[config.mk]
export PLATFORM = sky130hd
export DESIGN_NAME = ext_write_seq
export DESIGN_NICKNAME = d
export VERILOG_FILES = /design/src/rtl/wr_seq_pkg.sv /design/src/rtl/wr_ack_sync.sv /design/src/rtl/wr_seq_capture.sv /design/src/rtl/wr_seq_fsm.sv /design/src/rtl/ext_write_seq.sv
export SDC_FILE = /design/constraint.sdc
export NUM_CORES = 1
export LEC_CHECK = 0
export ABC_AREA = 1
export BUFFER_PORTS_ARGS = -buffer_cell sky130_fd_sc_hd__buf_4
export CORE_MARGIN = 10
export CORE_UTILIZATION = 47
export CTS_BUF_LIST = sky130_fd_sc_hd__clkbuf_8
export DETAILED_ROUTE_END_ITERATION = 8
export PLACE_DENSITY = 0.77
export SYNTH_ARGS = -nofsm -noshare
export SYNTH_HDL_FRONTEND = slang
export SYNTH_SLANG_ARGS = --single-unit
[constraint.sdc]
create_clock -name clk -period 1.91 [get_ports clk]
set_input_delay 0 -clock clk [delete_from_list [all_inputs] [get_ports clk]]
set_output_delay 0 -clock clk [all_outputs]
set_load 0.01 [all_outputs]
[src/rtl/wr_seq_pkg.sv]
package wr_seq_pkg;

  typedef enum logic [2:0] {
    ST_IDLE,
    ST_SETUP,
    ST_STROBE,
    ST_ACKWAIT,
    ST_TAIL,
    ST_POST,
    ST_REL
  } wr_state_e;

  localparam logic [1:0] MODE_WAIT = 2'b00;
  localparam logic [1:0] MODE_ACK  = 2'b01;

  // completion after acknowledge release: two interface periods
  localparam int TAIL_CLKS = 4;

endpackage

[src/rtl/wr_ack_sync.sv]
module wr_ack_sync #(
  parameter int STAGES = 2
) (
  input  logic clk,
  input  logic rst,
  input  logic din,
  output logic dout
);
  logic [STAGES-1:0] sh_q;

  always_ff @(posedge clk) begin
    if (rst) sh_q <= '0;
    else     sh_q <= {sh_q[STAGES-2:0], din};
  end

  assign dout = sh_q[STAGES-1];
endmodule

[src/rtl/wr_seq_capture.sv]
module wr_seq_capture #(
  parameter int AW = 16,
  parameter int DW = 16
) (
  input  logic          clk,
  input  logic          rst,
  input  logic          load,
  input  logic [AW-1:0] addr_in,
  input  logic [DW-1:0] data_in,
  output logic [AW-1:0] addr_q,
  output logic [DW-1:0] data_q
);
  always_ff @(posedge clk) begin
    if (rst) begin
      addr_q <= '0;
      data_q <= '0;
    end else if (load) begin
      addr_q <= addr_in;
      data_q <= data_in;
    end
  end
endmodule

[src/rtl/wr_seq_fsm.sv]
module wr_seq_fsm
  import wr_seq_pkg::*;
#(
  parameter int WAIT_W = 4
) (
  input  logic              clk,
  input  logic              rst,
  input  logic              req,
  input  logic [WAIT_W-1:0] req_wait,
  input  logic [1:0]        req_mode,
  input  logic              req_hold,
  input  logic              ack_s,
  output logic              accept,
  output logic              busy,
  output logic              cs_n,
  output logic              we_n,
  output logic              data_oe
);
  localparam int CNT_W = WAIT_W + 2;
  localparam logic [CNT_W-1:0] TAIL_LOAD = CNT_W'(TAIL_CLKS - 1);
  localparam logic [CNT_W-1:0] HOLD_LOAD = CNT_W'(2);

  wr_state_e        st_q, st_n;
  logic [CNT_W-1:0] cnt_q, cnt_n;
  logic             ack_en_q, hold_q;
  logic [CNT_W-1:0] base_m1;
  logic [CNT_W-1:0] post_load;

  assign accept    = (st_q == ST_IDLE) && req;
  assign base_m1   = (req_mode == MODE_ACK) ? CNT_W'(1) : CNT_W'({req_wait, 1'b1});
  assign post_load = hold_q ? HOLD_LOAD : '0;

  always_comb begin
    st_n  = st_q;
    cnt_n = cnt_q;
    unique case (st_q)
      ST_IDLE: if (req) begin
        st_n  = ST_SETUP;
        cnt_n = base_m1;
      end
      ST_SETUP: st_n = ST_STROBE;
      ST_STROBE: begin
        if (cnt_q != '0) begin
          cnt_n = cnt_q - 1'b1;
        end else if (!ack_en_q) begin
          st_n  = ST_POST;
          cnt_n = post_load;
        end else if (ack_s) begin
          st_n  = ST_TAIL;
          cnt_n = TAIL_LOAD;
        end else begin
          st_n = ST_ACKWAIT;
        end
      end
      ST_ACKWAIT: if (ack_s) begin
        st_n  = ST_TAIL;
        cnt_n = TAIL_LOAD;
      end
      ST_TAIL: begin
        if (cnt_q != '0) begin
          cnt_n = cnt_q - 1'b1;
        end else begin
          st_n  = ST_POST;
          cnt_n = post_load;
        end
      end
      ST_POST: begin
        if (cnt_q != '0) cnt_n = cnt_q - 1'b1;
        else             st_n  = ST_REL;
      end
      ST_REL:  st_n = ST_IDLE;
      default: st_n = ST_IDLE;
    endcase
  end

  always_ff @(posedge clk) begin
    if (rst) begin
      st_q     <= ST_IDLE;
      cnt_q    <= '0;
      ack_en_q <= 1'b0;
      hold_q   <= 1'b0;
      busy     <= 1'b0;
      cs_n     <= 1'b1;
      we_n     <= 1'b1;
      data_oe  <= 1'b0;
    end else begin
      st_q  <= st_n;
      cnt_q <= cnt_n;
      if (accept) begin
        ack_en_q <= (req_mode != MODE_WAIT);
        hold_q   <= req_hold;
      end
      busy    <= (st_n != ST_IDLE);
      cs_n    <= !(st_n inside {ST_SETUP, ST_STROBE, ST_ACKWAIT, ST_TAIL, ST_POST});
      we_n    <= !(st_n inside {ST_STROBE, ST_ACKWAIT, ST_TAIL});
      data_oe <= ((st_n == ST_STROBE) && (st_q != ST_SETUP)) ||
                 (st_n == ST_ACKWAIT) || (st_n == ST_TAIL) ||
                 ((st_n == ST_POST) && (cnt_n != '0));
    end
  end
endmodule

[src/rtl/ext_write_seq.sv]
module ext_write_seq #(
  parameter int AW          = 16,
  parameter int DW          = 16,
  parameter int WAIT_W      = 4,
  parameter int SYNC_STAGES = 2
) (
  input  logic              clk,
  input  logic              rst,
  input  logic              req,
  input  logic [AW-1:0]     req_addr,
  input  logic [DW-1:0]     req_data,
  input  logic [WAIT_W-1:0] req_wait,
  input  logic [1:0]        req_mode,
  input  logic              req_hold,
  output logic              busy,
  input  logic              ack_in,
  output logic              bus_cs_n,
  output logic              bus_we_n,
  output logic [AW-1:0]     bus_addr,
  output logic [DW-1:0]     bus_data,
  output logic              bus_data_oe
);
  logic ack_s;
  logic accept;

  wr_ack_sync #(.STAGES(SYNC_STAGES)) u_sync (
    .clk (clk),
    .rst (rst),
    .din (ack_in),
    .dout(ack_s)
  );

  wr_seq_fsm #(.WAIT_W(WAIT_W)) u_fsm (
    .clk     (clk),
    .rst     (rst),
    .req     (req),
    .req_wait(req_wait),
    .req_mode(req_mode),
    .req_hold(req_hold),
    .ack_s   (ack_s),
    .accept  (accept),
    .busy    (busy),
    .cs_n    (bus_cs_n),
    .we_n    (bus_we_n),
    .data_oe (bus_data_oe)
  );

  wr_seq_capture #(.AW(AW), .DW(DW)) u_cap (
    .clk    (clk),
    .rst    (rst),
    .load   (accept),
    .addr_in(req_addr),
    .data_in(req_data),
    .addr_q (bus_addr),
    .data_q (bus_data)
  );
endmodule

# == Yosys cells after proc, flatten, opt, wreduce, memory -nomap -nowiden ==
# Cells that the tools add are included.
# word_totals
register_bits,49
input_bits,43
output_inout_bits,36
wordCells,56
# classes
n_addsub,1
n_eq_ne,12
muxes,17
reduce_logical,15
# op_table
cell,n
$mux 6,6
$pmux 6 s5,1
$mux 3,7
$pmux 3 s6,1
$eq 3x2->1 const B,4
$eq 3x3->1 const B,4
$reduce_bool 6->1,2
$eq 3x1->1 const B,2
$reduce_bool 3->1,2
$sub 6x1->6 const B,1
$mux 5,1
$reduce_bool 5->1,1
$logic_and 1x1->1,3
$logic_not 3->1,1
$logic_or 1x1->1,3
$ne 3x1->1 const B,1
$eq 2x1->1 const B,1
$logic_not 1->1,2
$mux 2,1
$reduce_bool 2->1,1

# == Depth between registers and ports, before layout ==
# Gate-level depths: netlist of run 1.
# depth
word_depth,9
mapped_depth,17

# == Hierarchy ==
# Synthesis of run 1 repeated with hierarchy kept, for this count alone.
# unflattened
hier_cells,400
area_unflattened_um2,2572.5
# by_module_without_submodules
module,n_inst,cells_per_inst,area_each_um2,seq_area_each_um2
wr_seq_capture,1,203,1338.8,640.6
wr_seq_fsm,1,191,1178.6,300.3
wr_ack_sync,1,6,55.1,40.0

# == Least setup slack after synthesis of run 1 ==
# No wires, ideal clock.
# synth_path
path_type,register to register
startpoint,reg u_fsm.cnt_q[0]
endpoint,reg u_fsm.data_oe
arrival_time_ns,1.882
required_time_ns,1.798
setup_slack_ns,-0.084
stages_incl_launch_ff,18
n_path_buf,0
cell_sequence,dfxtp_1 -> inv_1 -> ha_1 -> inv_1 -> nor2_2 -> nand3_4 -> ha_1 -> inv_1 -> nand4_1 -> nand3_1 -> nor2_1 -> nand2_1 -> nor2_1 -> nand2_1 -> nor2_1 -> nand3_1 -> nand2_1 -> nand2_1
# synth_between
elab_chain_len,8
elab_cells_between_ends,23
cone_classes,add/sub: 1; eq/ne: 4; mux: 11; reduce/logical: 7
# synth_rtl
element,line_no,source
"start, declared",wr_seq_fsm.sv:24,"logic [CNT_W-1:0] cnt_q, cnt_n;"
"start signal, assigned",wr_seq_fsm.sv:88,cnt_q <= cnt_n;
branches (longest 7 deep; another with $sub 6x1->6),--,
$logic_or 1x1->1 *,wr_seq_fsm.sv:97,(st_n == ST_ACKWAIT) || (st_n == ST_TAIL) ||
"end signal, assigned",wr_seq_fsm.sv:96,data_oe <= ((st_n == ST_STROBE) && (st_q != ST_SETUP)) ||
"end, declared",wr_seq_fsm.sv:17,output logic data_oe
# Mark *: on every way between the ends.
# A chain may end at the register's enable or synchronous reset.

# == Worst setup path after layout of run 1 ==
# Same ends and word-level chain as after synthesis.

==> metrics.txt, run 1 <==
# TYPE chip_impl_metric gauge
chip_impl_info{name="status",value="finished clean"} 1
chip_impl_metric{name="grt_overflow",unit=""} 0
chip_impl_info{name="hp-class",value="in2reg"} 1
chip_impl_metric{name="min_period_over_period",unit="%"} 100
chip_impl_metric{name="synth_area",unit="um^2"} 2310
chip_impl_info{name="layout.cells.most_common",value="nand2_1"} 1
chip_impl_metric{name="syn-num-nets",unit=""} 390
chip_impl_info{name="cts-root-buf",value="clkbuf_8"} 1
chip_impl_metric{name="drtIter0Drc",unit=""} 188
chip_impl_metric{name="io-pin-count",unit=""} 79
chip_impl_metric{name="pwr-share-clk",unit="%"} 15.9
chip_impl_metric{name="power_switching_share",unit="%"} 42.7
chip_impl_metric{name="place_congestion",unit=""} 0.946
chip_impl_metric{name="clk_latency_worst_skew_pair",unit="ps"} 320
chip_impl_metric{name="first_global_vias",unit=""} 2629
chip_impl_info{name="final_cell_mix",value="nand2_1, buf_4, dfxtp_1, a21oi_1, dlygate4sd3_1"} 1
chip_impl_metric{name="synth.distinct_cells",unit=""} 25
chip_impl_metric{name="synthesis.yosys.warnings",unit=""} 0
chip_impl_metric{name="fin_hold_ws",unit="ps"} 20.7
chip_impl_metric{name="power.static_leakage",unit="uW"} 0.00170
chip_impl_metric{name="routedWlPerCell",unit="um"} 14.3
chip_impl_metric{name="die_width",unit="um"} 90.2
chip_impl_metric{name="final.min_clock_period",unit="ps"} 1910
chip_impl_metric{name="clock_path_buffers",unit=""} 2
chip_impl_metric{name="worstPathMaxFanout",unit=""} 2
chip_impl_metric{name="die_area",unit="um^2"} 8130
chip_impl_metric{name="worst_slew_pin_slew",unit="ps"} 479
chip_impl_metric{name="final_number_of_hold_violating_endpoints",unit=""} 0
chip_impl_metric{name="clkSinkCount",unit=""} 49
chip_impl_metric{name="detailedPlacementHpwl",unit="mm"} 4.99
chip_impl_metric{name="post-route-drc-count",unit=""} 0
chip_impl_metric{name="power.density",unit="nW/um^2"} 1370
chip_impl_metric{name="synthCells",unit=""} 344
chip_impl_metric{name="cts_inserted_buffers",unit=""} 5
chip_impl_metric{name="cp.arrival",unit="ps"} 2120
chip_impl_metric{name="floorplan.initialDensity",unit="%"} 48.7
chip_impl_metric{name="clock_tree.htree_level_count",unit=""} 2
chip_impl_metric{name="slew_headroom",unit="%"} 68.1
chip_impl_info{name="tritoncts",value="done"} 1
chip_impl_metric{name="postRouteWirelength",unit="mm"} 7.65
chip_impl_metric{name="fin_skew",unit="ps"} 14.8
chip_impl_metric{name="placedCellCount",unit=""} 485
chip_impl_metric{name="pwr-share-comb",unit="%"} 53.9
chip_impl_metric{name="timing.fmax",unit="MHz"} 524
chip_impl_metric{name="synthesis.area_per_instance",unit="um^2"} 6.73
chip_impl_metric{name="grt_pass1_wl",unit="mm"} 12.6
chip_impl_metric{name="avgViaCountPerCell",unit=""} 4.91
chip_impl_metric{name="grt_antenna_before_repair",unit=""} 1
chip_impl_metric{name="area_growth",unit="%"} 51.8
chip_impl_metric{name="detail-route-antenna-nets",unit=""} 0
chip_impl_metric{name="num-nets-final",unit=""} 510
chip_impl_metric{name="layout.cells.non_filler",unit=""} 533
chip_impl_metric{name="path_clk_slew",unit="ps"} 100
chip_impl_metric{name="core_area",unit="um^2"} 4750
chip_impl_metric{name="route.vias.total",unit=""} 2618
chip_impl_metric{name="worst_ep_required",unit="ps"} 2120
chip_impl_metric{name="globalRouteTotalUtil",unit="%"} 18.7
chip_impl_metric{name="net-switching-power",unit="uW"} 2060
chip_impl_metric{name="std_cell_rows",unit=""} 25
chip_impl_metric{name="ratio_of_cells_with_drive_above_1_in_the_final_layout",unit="%"} 27.1
chip_impl_metric{name="synthArstFlopShare",unit="%"} 0
chip_impl_metric{name="fillerInstances",unit=""} 386
chip_impl_metric{name="reg_power_share",unit="%"} 30.2
chip_impl_metric{name="firstDrtPassIters",unit=""} 4
chip_impl_metric{name="synth-edff-count",unit=""} 0
chip_impl_info{name="critical_path_class",value="reg2reg"} 1
chip_impl_metric{name="max_cap_viol_count",unit=""} 0
chip_impl_metric{name="die_y",unit="um"} 90.2
chip_impl_info{name="synth_top_flop_cell",value="dfxtp_1"} 1
chip_impl_metric{name="finalSetupViolations",unit=""} 0
chip_impl_metric{name="placement.io_buffers",unit=""} 78
chip_impl_metric{name="final_max_slew_viol_count",unit=""} 0
chip_impl_info{name="crit_path_end_kind",value="flip-flop"} 1
chip_impl_metric{name="grt_start_max_net_pins",unit=""} 47
chip_impl_info{name="critical_path.startpoint_type",value="flip-flop"} 1
chip_impl_metric{name="cellInternalPower",unit="uW"} 2760
chip_impl_metric{name="ys_ff_latch",unit=""} 49
chip_impl_metric{name="peakVddDrop",unit="mV"} 0.736
chip_impl_info{name="setup_repair_after_global_routing_missed_its_margin",value="true"} 1
chip_impl_metric{name="ys_seq_area_share",unit="%"} 42.4
registers in the layout, indices dropped and copies added, names as in the netlist:
register,cells
u_fsm.ack_en_q,1
u_fsm.st_q,3
u_fsm.data_oe,1
u_fsm.hold_q,1
u_fsm.busy,1
u_cap.data_q,16
u_fsm.cs_n,1
u_cap.addr_q,16
u_fsm.we_n,1
u_sync.sh_q,2
u_fsm.cnt_q,6
per-stage QoR:
stage               setup WS [ps]  power (uW)  area [um^2]  setup TNS [ps]  util [%]
floorplan                    3.27        3010         2320               0         -
global placement             46.1        3760         2990               0      62.9
detailed placement          -21.6        3790         2990           -21.6      62.9
CTS                          9.34        4750         3500               0      73.6
global route                 -175        5230         3510            -175      73.9
finish                      0.952        4820         3510               0      73.9
layout make-up:
class                           instances  area, um^2  share of cell area [%]
Multi-Input combinational cell        247        1170                    33.3
Inverter                               35         131                    3.74
Tap cell                               67        83.8                    2.39
Sequential cell                        49         983                    28.0
Clock inverter                          3        43.8                    1.25
Clock buffer                            5        68.8                    1.96
Antenna cell                            1        2.50                  0.0712
Timing Repair Buffer                  126        1030                    29.3
cells by family after synthesis:
family / count (synthesis) / share of synthesized area [%]
compound gates: 52 / 11.9
fa+ha+maj: 3 / 1.62
simple gates: 191 / 35.1
flops: 49 / 42.4
buf+inv: 48 / 8.59
xor+xnor: 1 / 0.378
power groups by stage:
stage          combinational [uW]  clock [uW]  sequential [uW]
6_report                     2600         767             1460
5_1_grt                      2930         817             1490
4_1_cts                      2540         766             1440
3_5_place_dp                 2330           0             1460
3_3_place_gp                 2310           0             1460
2_1_floorplan                1500           0             1510
final timing paths:
| path | from | to | slack, ps | depth (start not counted) |
|---|---|---|---|---|
| max | u_fsm.cnt_q[0]$_SDFF_PP0_ | u_fsm.data_oe$_SDFF_PP0_ | 1 | 17 |
| max reg2reg | u_fsm.cnt_q[0]$_SDFF_PP0_ | u_fsm.data_oe$_SDFF_PP0_ | 1 | 17 |
| min reg2reg | u_sync.sh_q[0]$_SDFF_PP0_ | u_sync.sh_q[1]$_SDFF_PP0_ | 410 | 2 |
| min | req_mode[1] | u_fsm.ack_en_q$_SDFFE_PP0P_ | 20 | 3 |
worst max-delay path: stages (launching register included):
cell	delay (ps)
dfxtp_2	340
inv_2	80
ha_4	140
inv_2	40
nor2_4	100
nand3_4	90
ha_4	260
inv_1	30
nand4_1	60
nand3_1	80
nor2_1	110
nand2_1	80
nor2_1	80
nand2_1	50
nor2_1	90
nand3_1	80
nand2_1	60
nand2_1	40
synth_stat cells, types with 2 or more instances:
cell / instances / area share (%)
nand2_1: 128 / 21
dfxtp_1: 49 / 42
a21oi_1: 42 / 9.1
inv_1: 30 / 4.9
nor2_1: 29 / 4.7
nand3_1: 13 / 2.8
clkbuf_1: 8 / 1.3
nor3_1: 6 / 1.3
inv_2: 5 / 0.81
o21ai_0: 5 / 1.1
nand4_1: 4 / 1.1
buf_2: 3 / 0.65
ha_1: 3 / 1.6
nor2_2: 3 / 0.81
nor2_4: 3 / 1.5
buf_6: 2 / 0.97
nand2_2: 2 / 0.54
nand3_2: 2 / 0.86
routing by layer:
metal	global-route usage, %	vias up	share of wire [%]
met5	0	-	0
met4	7.03	0	2.3
met3	8.81	17	11
met2	32.0	104	48
met1	19.5	1176	38
li1	-	1321	-
repair_timing:
| item | 4_1_cts | 5_1_grt |
|---|---|---|
| pin swaps | 4 | 2 |
| hold buffers | 34 | 0 |
| buffers inserted | 4 | 1 |
| resized for setup | 6 | 1 |
| endpoints found under the hold margin | 34 | 0 |
| setup endpoints to repair | 1 | 2 |
(Power assumes the default switching activity.)
==> run 2, diff against run 1 <==
--- a/config.mk
+++ b/config.mk
@@ -11,6 +11,7 @@
 export CORE_UTILIZATION = 47
 export CTS_BUF_LIST = sky130_fd_sc_hd__clkbuf_8
 export DETAILED_ROUTE_END_ITERATION = 8
+export MAX_ROUTING_LAYER = met4
 export PLACE_DENSITY = 0.77
 export SYNTH_ARGS = -nofsm -noshare
 export SYNTH_HDL_FRONTEND = slang
==> run 2 against run 1 <==
Critical path depth unchanged; register-to-register slack got worse by 20 ps; highest routed layer unchanged; combinational power about the same; the run now ends with setup timing left; critical path type unchanged; first-iteration DRC count increased by 9.0%; setup slack got worse by 18 ps; clock skew decreased by 10 ps; cell area decreased by 1.1%; die area unchanged; largest cell class unchanged.
==> metrics.txt, run 2 (same netlist as run 1, synthesis figures left out) <==
# TYPE chip_impl_metric gauge
chip_impl_metric{name="min_period_over_period",unit="%"} 101
chip_impl_metric{name="detail-route-antenna-nets",unit=""} 0
chip_impl_info{name="topRoutingLayerUsed",value="met4"} 1
chip_impl_metric{name="placedInstanceArea",unit="um^2"} 2990
chip_impl_metric{name="reg_power_share",unit="%"} 31.2
chip_impl_metric{name="grt_start_max_net_pins",unit=""} 47
chip_impl_metric{name="core_area",unit="um^2"} 4750
chip_impl_metric{name="die_y",unit="um"} 90.2
chip_impl_metric{name="timing.fmax",unit="MHz"} 519
chip_impl_metric{name="die_area",unit="um^2"} 8130
chip_impl_metric{name="worst_slew_pin_slew",unit="ps"} 472
chip_impl_metric{name="final_max_slew_viol_count",unit=""} 0
chip_impl_metric{name="firstDrtPassIters",unit=""} 4
chip_impl_metric{name="fin_hold_ws",unit="ps"} 6.82
chip_impl_metric{name="power.density",unit="nW/um^2"} 1330
chip_impl_info{name="reg2reg_end",value="u_fsm.data_oe$_SDFF_PP0_"} 1
chip_impl_metric{name="cp.arrival",unit="ps"} 2130
chip_impl_info{name="worst_r2r_startpoint",value="u_fsm.cnt_q[1]$_SDFF_PP0_"} 1
chip_impl_metric{name="final_number_of_hold_violating_endpoints",unit=""} 0
chip_impl_metric{name="power_switching_share",unit="%"} 43.7
chip_impl_metric{name="clock_path_buffers",unit=""} 2
chip_impl_metric{name="avgViaCountPerCell",unit=""} 4.91
chip_impl_info{name="setup_repair_after_global_routing_missed_its_margin",value="true"} 1
chip_impl_metric{name="first_global_vias",unit=""} 2575
chip_impl_metric{name="r2r.worst_path.cells",unit=""} 17
chip_impl_info{name="hold_critical_path_endpoint",value="u_fsm.ack_en_q$_SDFFE_PP0P_"} 1
chip_impl_metric{name="reg2reg_slack",unit="ps"} -20
chip_impl_metric{name="max_cap_viol_count",unit=""} 0
chip_impl_metric{name="slew_headroom",unit="%"} 68.6
chip_impl_metric{name="clkSinkCount",unit=""} 49
chip_impl_metric{name="hold_depth",unit=""} 3
chip_impl_info{name="tritoncts",value="done"} 1
chip_impl_info{name="hp-class",value="in2reg"} 1
chip_impl_metric{name="finalSetupViolations",unit=""} 1
chip_impl_metric{name="num-nets-final",unit=""} 509
chip_impl_metric{name="detail_route.wirelength.met1",unit="mm"} 3.16
chip_impl_metric{name="std_cell_rows",unit=""} 25
chip_impl_metric{name="globalRouteTotalUtil",unit="%"} 19.2
chip_impl_info{name="holdCritStartpoint",value="req_mode[1]"} 1
chip_impl_metric{name="routedWlPerCell",unit="um"} 14.2
chip_impl_info{name="status",value="complete, but fails checks"} 1
chip_impl_metric{name="grt_overflow",unit=""} 0
chip_impl_info{name="largest_registers",value="u_cap.addr_q (16), u_cap.data_q (16), u_fsm.cnt_q (6)"} 1
chip_impl_metric{name="detailedPlacementHpwl",unit="mm"} 4.89
chip_impl_metric{name="cellInternalPower",unit="uW"} 2610
chip_impl_metric{name="cts_inserted_buffers",unit=""} 5
chip_impl_metric{name="final.min_clock_period",unit="ps"} 1930
chip_impl_metric{name="fin_skew",unit="ps"} 4.60
chip_impl_info{name="critical_path.startpoint_type",value="flip-flop"} 1
chip_impl_metric{name="peakVddDrop",unit="mV"} 0.617
chip_impl_metric{name="die_width",unit="um"} 90.2
chip_impl_metric{name="floorplan.initialDensity",unit="%"} 48.7
chip_impl_metric{name="grt_pass1_wl",unit="mm"} 12.6
chip_impl_metric{name="area_growth",unit="%"} 50.1
chip_impl_metric{name="pwr-share-comb",unit="%"} 55.8
chip_impl_info{name="final_cell_mix",value="nand2_1, buf_4, dfxtp_1, a21oi_1, dlygate4sd3_1"} 1
chip_impl_metric{name="drtIter0Drc",unit=""} 205
chip_impl_metric{name="grt_antenna_before_repair",unit=""} 0
chip_impl_metric{name="final_area",unit="um^2"} 3470
chip_impl_metric{name="met2RoutedLength",unit="mm"} 3.74
chip_impl_info{name="cts-root-buf",value="clkbuf_8"} 1
chip_impl_metric{name="postRouteWirelength",unit="mm"} 7.55
chip_impl_metric{name="post-route-drc-count",unit=""} 0
chip_impl_metric{name="place_congestion",unit=""} 0.923
chip_impl_metric{name="power.static_leakage",unit="uW"} 0.00169
chip_impl_metric{name="placement.io_buffers",unit=""} 78
chip_impl_metric{name="met3_wirelength",unit="um"} 572
chip_impl_metric{name="route.vias.total",unit=""} 2608
chip_impl_metric{name="final.setup.worst_slack",unit="ps"} -16.9
chip_impl_metric{name="clock_tree.htree_level_count",unit=""} 2
chip_impl_metric{name="path_clk_slew",unit="ps"} 90
chip_impl_info{name="layout.cells.most_common",value="nand2_1"} 1
chip_impl_metric{name="worst_ep_required",unit="ps"} 2110
chip_impl_metric{name="total_power",unit="uW"} 4630
chip_impl_metric{name="worstPathMaxFanout",unit=""} 2
chip_impl_metric{name="count_of_inserted_antenna_diode_cells",unit=""} 0
chip_impl_info{name="critical_path_class",value="reg2reg"} 1
chip_impl_metric{name="ratio_of_cells_with_drive_above_1_in_the_final_layout",unit="%"} 26.7
chip_impl_info{name="crit_path_end_kind",value="flip-flop"} 1
chip_impl_metric{name="net-switching-power",unit="uW"} 2030
chip_impl_metric{name="io-pin-count",unit=""} 79
chip_impl_metric{name="final_core_util",unit="%"} 73.1
chip_impl_metric{name="pwr-share-clk",unit="%"} 13.0
chip_impl_info{name="failed_checks",value="setup timing"} 1
chip_impl_metric{name="clk_latency_worst_skew_pair",unit="ps"} 300
-- run 2: cell count changes in the layout (fill, tap and decap cells not counted) --
cell       change
diode_2        -1
inv_2          +1
a21oi_2        -1
buf_4          -1
a21oi_1        +1
bufinv_16      -1
-- run 2: routing by layer --
layer  global-route usage, %  vias up
met3                    5.57       11
met2                    31.2       97
met1                    22.5     1183
met4                    5.17        0
li1                        -     1317
met5                       -        -
-- run 2: repair_timing --
item	in CTS	in global routing
hold endpoints to repair	34	0
buffers inserted	2	2
endpoints found under the setup margin	1	1
pin swaps	2	4
hold buffers	34	0
gates resized for setup	6	1
-- run 2: critical path, stage by stage (launching register included) --
cell and delay (ps):
dfxtp_2 330, inv_2 80, ha_4 140, inv_2 40, nor2_4 100, nand3_4 90
ha_4 270, inv_2 20, nand4_1 60, nand3_1 70, nor2_1 120, nand2_1 80
nor2_1 90, nand2_1 50, nor2_1 90, nand3_1 80, nand2_1 60, nand2_1 50
-- run 2: cell type report --
class	instances	area, um^2
Multi-Input combinational cell	247	1160
Tap cell	67	83.8
Timing Repair Buffer	125	1020
Clock buffer	5	68.8
Inverter	35	131
Clock inverter	3	17.5
Fill cell	351	1280
Sequential cell	49	983
-- run 2: worst max-delay path by stage --
| stage | endpoint | start | slack [ps] | depth (start not counted) |
|---|---|---|---|---|
| after global placement | u_fsm.data_oe$_SDFF_PP0_ | u_fsm.cnt_q[1]$_SDFF_PP0_ | 50 | 17 |
| final | u_fsm.data_oe$_SDFF_PP0_ | u_fsm.cnt_q[1]$_SDFF_PP0_ | -20 | 17 |
| after floorplan | u_fsm.data_oe$_SDFF_PP0_ | u_fsm.cnt_q[0]$_SDFF_PP0_ | 3 | 17 |
| after global routing | u_fsm.data_oe$_SDFF_PP0_ | u_fsm.cnt_q[1]$_SDFF_PP0_ | -110 | 17 |
| after CTS | u_fsm.data_oe$_SDFF_PP0_ | u_fsm.cnt_q[0]$_SDFF_PP0_ | 20 | 17 |
| after detailed placement | u_fsm.data_oe$_SDFF_PP0_ | u_fsm.cnt_q[1]$_SDFF_PP0_ | 8 | 17 |
-- run 2: metrics by stage --
| stage | setup TNS, ps | cells | worst slack (ps) |
|---|---|---|---|
| 2_1_floorplan | 0 | 344 | 3.27 |
| 3_3_place_gp | 0 | 485 | 51.1 |
| 3_5_place_dp | 0 | 485 | 7.64 |
| 4_1_cts | 0 | 529 | 19.3 |
| 5_1_grt | -130 | 531 | -113 |
| 6_report | -16.9 | 531 | -16.9 |
-- run 2: power by group through the flow --
stage | clock, uW | combinational (uW) | sequential (uW)
after floorplan | 0 | 1500 | 1510
after global placement | 0 | 2300 | 1450
final | 603 | 2580 | 1450
after detailed placement | 0 | 2310 | 1460
after CTS | 618 | 2480 | 1440
after global routing | 674 | 2900 | 1480
==> run 3, diff against run 2 <==
--- a/config.mk
+++ b/config.mk
@@ -11,6 +11,7 @@
 export CORE_UTILIZATION = 47
 export CTS_BUF_LIST = sky130_fd_sc_hd__clkbuf_8
 export DETAILED_ROUTE_END_ITERATION = 8
+export HOLD_SLACK_MARGIN = 0.1
 export MAX_ROUTING_LAYER = met4
 export PLACE_DENSITY = 0.77
 export SYNTH_ARGS = -nofsm -noshare
==> run 3 against run 2 <==
The flow still finishes with violations (setup timing); sequential share of layout area decreased by 0.24 points; highest routed layer unchanged; combinational power about the same; total power increased by 0.25%; cell count increased by 0.56%; clock power about the same; routed wire length increased by 1.3%; die area unchanged; first-iteration DRC count decreased by 0.98%; count of clock-buffer cells in the layout unchanged.
==> metrics.txt, run 3 (same netlist as run 1, synthesis figures left out) <==
# TYPE chip_impl_metric gauge
chip_impl_info{name="cp_max_delay_cell",value="dfxtp_2"} 1
chip_impl_info{name="hp-class",value="in2reg"} 1
chip_impl_metric{name="postRouteWirelength",unit="mm"} 7.65
chip_impl_info{name="worst_r2r_startpoint",value="u_fsm.cnt_q[1]$_SDFF_PP0_"} 1
chip_impl_metric{name="clk_latency_worst_skew_pair",unit="ps"} 300
chip_impl_info{name="worst_path_most_repeated_cell",value="nand2_1"} 1
chip_impl_metric{name="slew_headroom",unit="%"} 67.9
chip_impl_metric{name="peakVddDrop",unit="mV"} 0.683
chip_impl_metric{name="min_period_over_period",unit="%"} 100
chip_impl_metric{name="avgViaCountPerCell",unit=""} 4.84
chip_impl_metric{name="max_cap_viol_count",unit=""} 0
chip_impl_info{name="critical_path.startpoint_type",value="flip-flop"} 1
chip_impl_metric{name="cts_inserted_buffers",unit=""} 5
chip_impl_info{name="reg2reg_end",value="u_fsm.data_oe$_SDFF_PP0_"} 1
chip_impl_metric{name="clock_tree.htree_level_count",unit=""} 2
chip_impl_metric{name="power_switching_share",unit="%"} 43.7
chip_impl_metric{name="area_used_by_multi_input_combinational_logic",unit="um^2"} 1160
chip_impl_metric{name="post-route-drc-count",unit=""} 0
chip_impl_metric{name="final_area",unit="um^2"} 3500
chip_impl_metric{name="final.setup.worst_slack",unit="ps"} -3.13
chip_impl_metric{name="die_area",unit="um^2"} 8130
chip_impl_metric{name="globalRouteTotalUtil",unit="%"} 19.4
chip_impl_metric{name="clock_path_buffers",unit=""} 2
chip_impl_metric{name="drtIter0Drc",unit=""} 203
chip_impl_metric{name="placement.io_buffers",unit=""} 78
chip_impl_metric{name="die_y",unit="um"} 90.2
chip_impl_metric{name="reg_power_share",unit="%"} 31.2
chip_impl_metric{name="crit_path_max_incr_delay",unit="ps"} 330
chip_impl_info{name="cp_cell_sequence",value="inv_2 > ha_4 > inv_2 > nor2_4 > nand3_4 > ha_4 > inv_2 > nand4_1 > nand3_1 > nor2_1 > nand2_1 > nor2_1 > nand2_1 > nor2_1 > nand3_1 > nand2_1 > nand2_1"} 1
chip_impl_metric{name="routedWlPerCell",unit="um"} 14.3
chip_impl_metric{name="r2r.worst_path.cells",unit=""} 17
chip_impl_info{name="hold_critical_path_endpoint",value="u_fsm.cnt_q[3]$_SDFF_PP0_"} 1
chip_impl_metric{name="core_area",unit="um^2"} 4750
chip_impl_metric{name="crit_buf_inv",unit=""} 3
chip_impl_info{name="status",value="complete, but fails checks"} 1
chip_impl_info{name="cpLargestDelayFamily",value="simple AND/OR/NAND/NOR gates"} 1
chip_impl_metric{name="finalSetupViolations",unit=""} 1
chip_impl_metric{name="clkSinkCount",unit=""} 49
chip_impl_metric{name="grt_start_max_net_pins",unit=""} 47
chip_impl_metric{name="worst_slew_pin_slew",unit="ps"} 482
chip_impl_info{name="setup_repair_after_global_routing_missed_its_margin",value="true"} 1
chip_impl_info{name="failed_checks",value="setup timing"} 1
chip_impl_metric{name="route.vias.total",unit=""} 2584
chip_impl_metric{name="floorplan.initialDensity",unit="%"} 48.7
chip_impl_metric{name="detailedPlace.worstSlack",unit="ps"} 7.64
chip_impl_metric{name="final_number_of_hold_violating_endpoints",unit=""} 0
chip_impl_metric{name="total_power",unit="uW"} 4650
chip_impl_metric{name="die_width",unit="um"} 90.2
chip_impl_metric{name="grt_antenna_before_repair",unit=""} 0
chip_impl_metric{name="first_global_vias",unit=""} 2577
chip_impl_info{name="crit_path_end_kind",value="flip-flop"} 1
chip_impl_metric{name="final_core_util",unit="%"} 73.7
chip_impl_metric{name="cellInternalPower",unit="uW"} 2610
chip_impl_info{name="final_cell_mix",value="nand2_1, buf_4, dfxtp_1, a21oi_1, dlygate4sd3_1"} 1
chip_impl_info{name="critical_path_class",value="reg2reg"} 1
chip_impl_metric{name="power.static_leakage",unit="uW"} 0.00170
chip_impl_metric{name="net-switching-power",unit="uW"} 2030
chip_impl_metric{name="firstDrtPassIters",unit=""} 4
chip_impl_metric{name="pwr-share-comb",unit="%"} 55.8
chip_impl_metric{name="pwr-share-clk",unit="%"} 13.0
chip_impl_info{name="layout.cells.most_common",value="nand2_1"} 1
chip_impl_metric{name="placedInstanceArea",unit="um^2"} 2990
chip_impl_metric{name="grt_overflow",unit=""} 0
chip_impl_metric{name="num-nets-final",unit=""} 512
chip_impl_metric{name="power.density",unit="nW/um^2"} 1330
chip_impl_metric{name="hold_depth",unit=""} 2
chip_impl_metric{name="reg2reg_slack",unit="ps"} -3
chip_impl_metric{name="detail-route-antenna-nets",unit=""} 0
chip_impl_metric{name="detailedPlacementHpwl",unit="mm"} 4.89
chip_impl_metric{name="worstPathMaxFanout",unit=""} 2
chip_impl_metric{name="fin_skew",unit="ps"} 6.58
chip_impl_metric{name="final.min_clock_period",unit="ps"} 1910
chip_impl_metric{name="final_max_slew_viol_count",unit=""} 0
chip_impl_metric{name="fin_setup_tns",unit="ps"} -3.13
chip_impl_metric{name="count_of_inserted_antenna_diode_cells",unit=""} 0
chip_impl_metric{name="place_congestion",unit=""} 0.923
chip_impl_metric{name="path_clk_slew",unit="ps"} 90
chip_impl_metric{name="worst_ep_required",unit="ps"} 2110
chip_impl_info{name="holdCritStartpoint",value="rst"} 1
chip_impl_metric{name="cp.arrival",unit="ps"} 2120
chip_impl_metric{name="std_cell_rows",unit=""} 25
chip_impl_info{name="cts-root-buf",value="clkbuf_8"} 1
chip_impl_info{name="tritoncts",value="done"} 1
chip_impl_metric{name="ratio_of_cells_with_drive_above_1_in_the_final_layout",unit="%"} 26.6
chip_impl_info{name="largest_registers",value="u_cap.addr_q (16), u_cap.data_q (16), u_fsm.cnt_q (6)"} 1
chip_impl_metric{name="io-pin-count",unit=""} 79
chip_impl_metric{name="grt_pass1_wl",unit="mm"} 12.7
chip_impl_metric{name="fillerInstances",unit=""} 349
chip_impl_metric{name="regArea",unit="um^2"} 983
chip_impl_metric{name="timing.fmax",unit="MHz"} 523
chip_impl_metric{name="area_growth",unit="%"} 51.4
## run 3: layout make-up
cell class	count	area share [%]
multi-input cells	247	33.3
inverters	35	3.75
well taps	67	2.39
flip-flops and latches	49	28.1
clock inverters	3	0.500
repair buffers	128	30.1
clock buffers	5	1.96
## run 3: repair_timing
item                                    CTS  global route
endpoints found under the hold margin    36             0
hold buffers                             37             0
gates resized for setup                   6             1
gates cloned                              0             0
pin swaps                                 2             4
endpoints found under the setup margin    1             1
setup buffers                             2             2
## run 3: how the worst max path moves through the flow
stage | startpoint | endpoint | slack, ps | depth (start not counted)
after global routing | u_fsm.cnt_q[1]$_SDFF_PP0_ | u_fsm.data_oe$_SDFF_PP0_ | -110 | 17
after global placement | u_fsm.cnt_q[1]$_SDFF_PP0_ | u_fsm.data_oe$_SDFF_PP0_ | 50 | 17
after floorplan | u_fsm.cnt_q[0]$_SDFF_PP0_ | u_fsm.data_oe$_SDFF_PP0_ | 3 | 17
after CTS | u_fsm.cnt_q[0]$_SDFF_PP0_ | u_fsm.data_oe$_SDFF_PP0_ | 20 | 17
final | u_fsm.cnt_q[1]$_SDFF_PP0_ | u_fsm.data_oe$_SDFF_PP0_ | -3 | 17
after detailed placement | u_fsm.cnt_q[1]$_SDFF_PP0_ | u_fsm.data_oe$_SDFF_PP0_ | 8 | 17
## run 3: metrics by stage
step | instances | hold WS [ps]
2_1_floorplan | 344 | 107
3_5_place_dp | 485 | 217
4_1_cts | 532 | 127
3_3_place_gp | 485 | 200
5_1_grt | 534 | 151
6_report | 534 | 140
## run 3: routing by layer
metal	part of all wire [%]	track usage (%)	up-vias	routed length, um
met4	1.2	4.77	0	89
met2	48	31.8	82	3710
met1	43	22.7	1170	3320
met3	7.0	5.65	11	532
met5	0	-	-	0
li1	-	-	1321	-
## run 3: power by group through the flow
stage | clock [uW] | combinational (uW) | sequential, uW
after floorplan | 0 | 1500 | 1510
after global placement | 0 | 2300 | 1450
after detailed placement | 0 | 2310 | 1460
after CTS | 618 | 2480 | 1440
after global routing | 668 | 2910 | 1470
final | 604 | 2590 | 1450
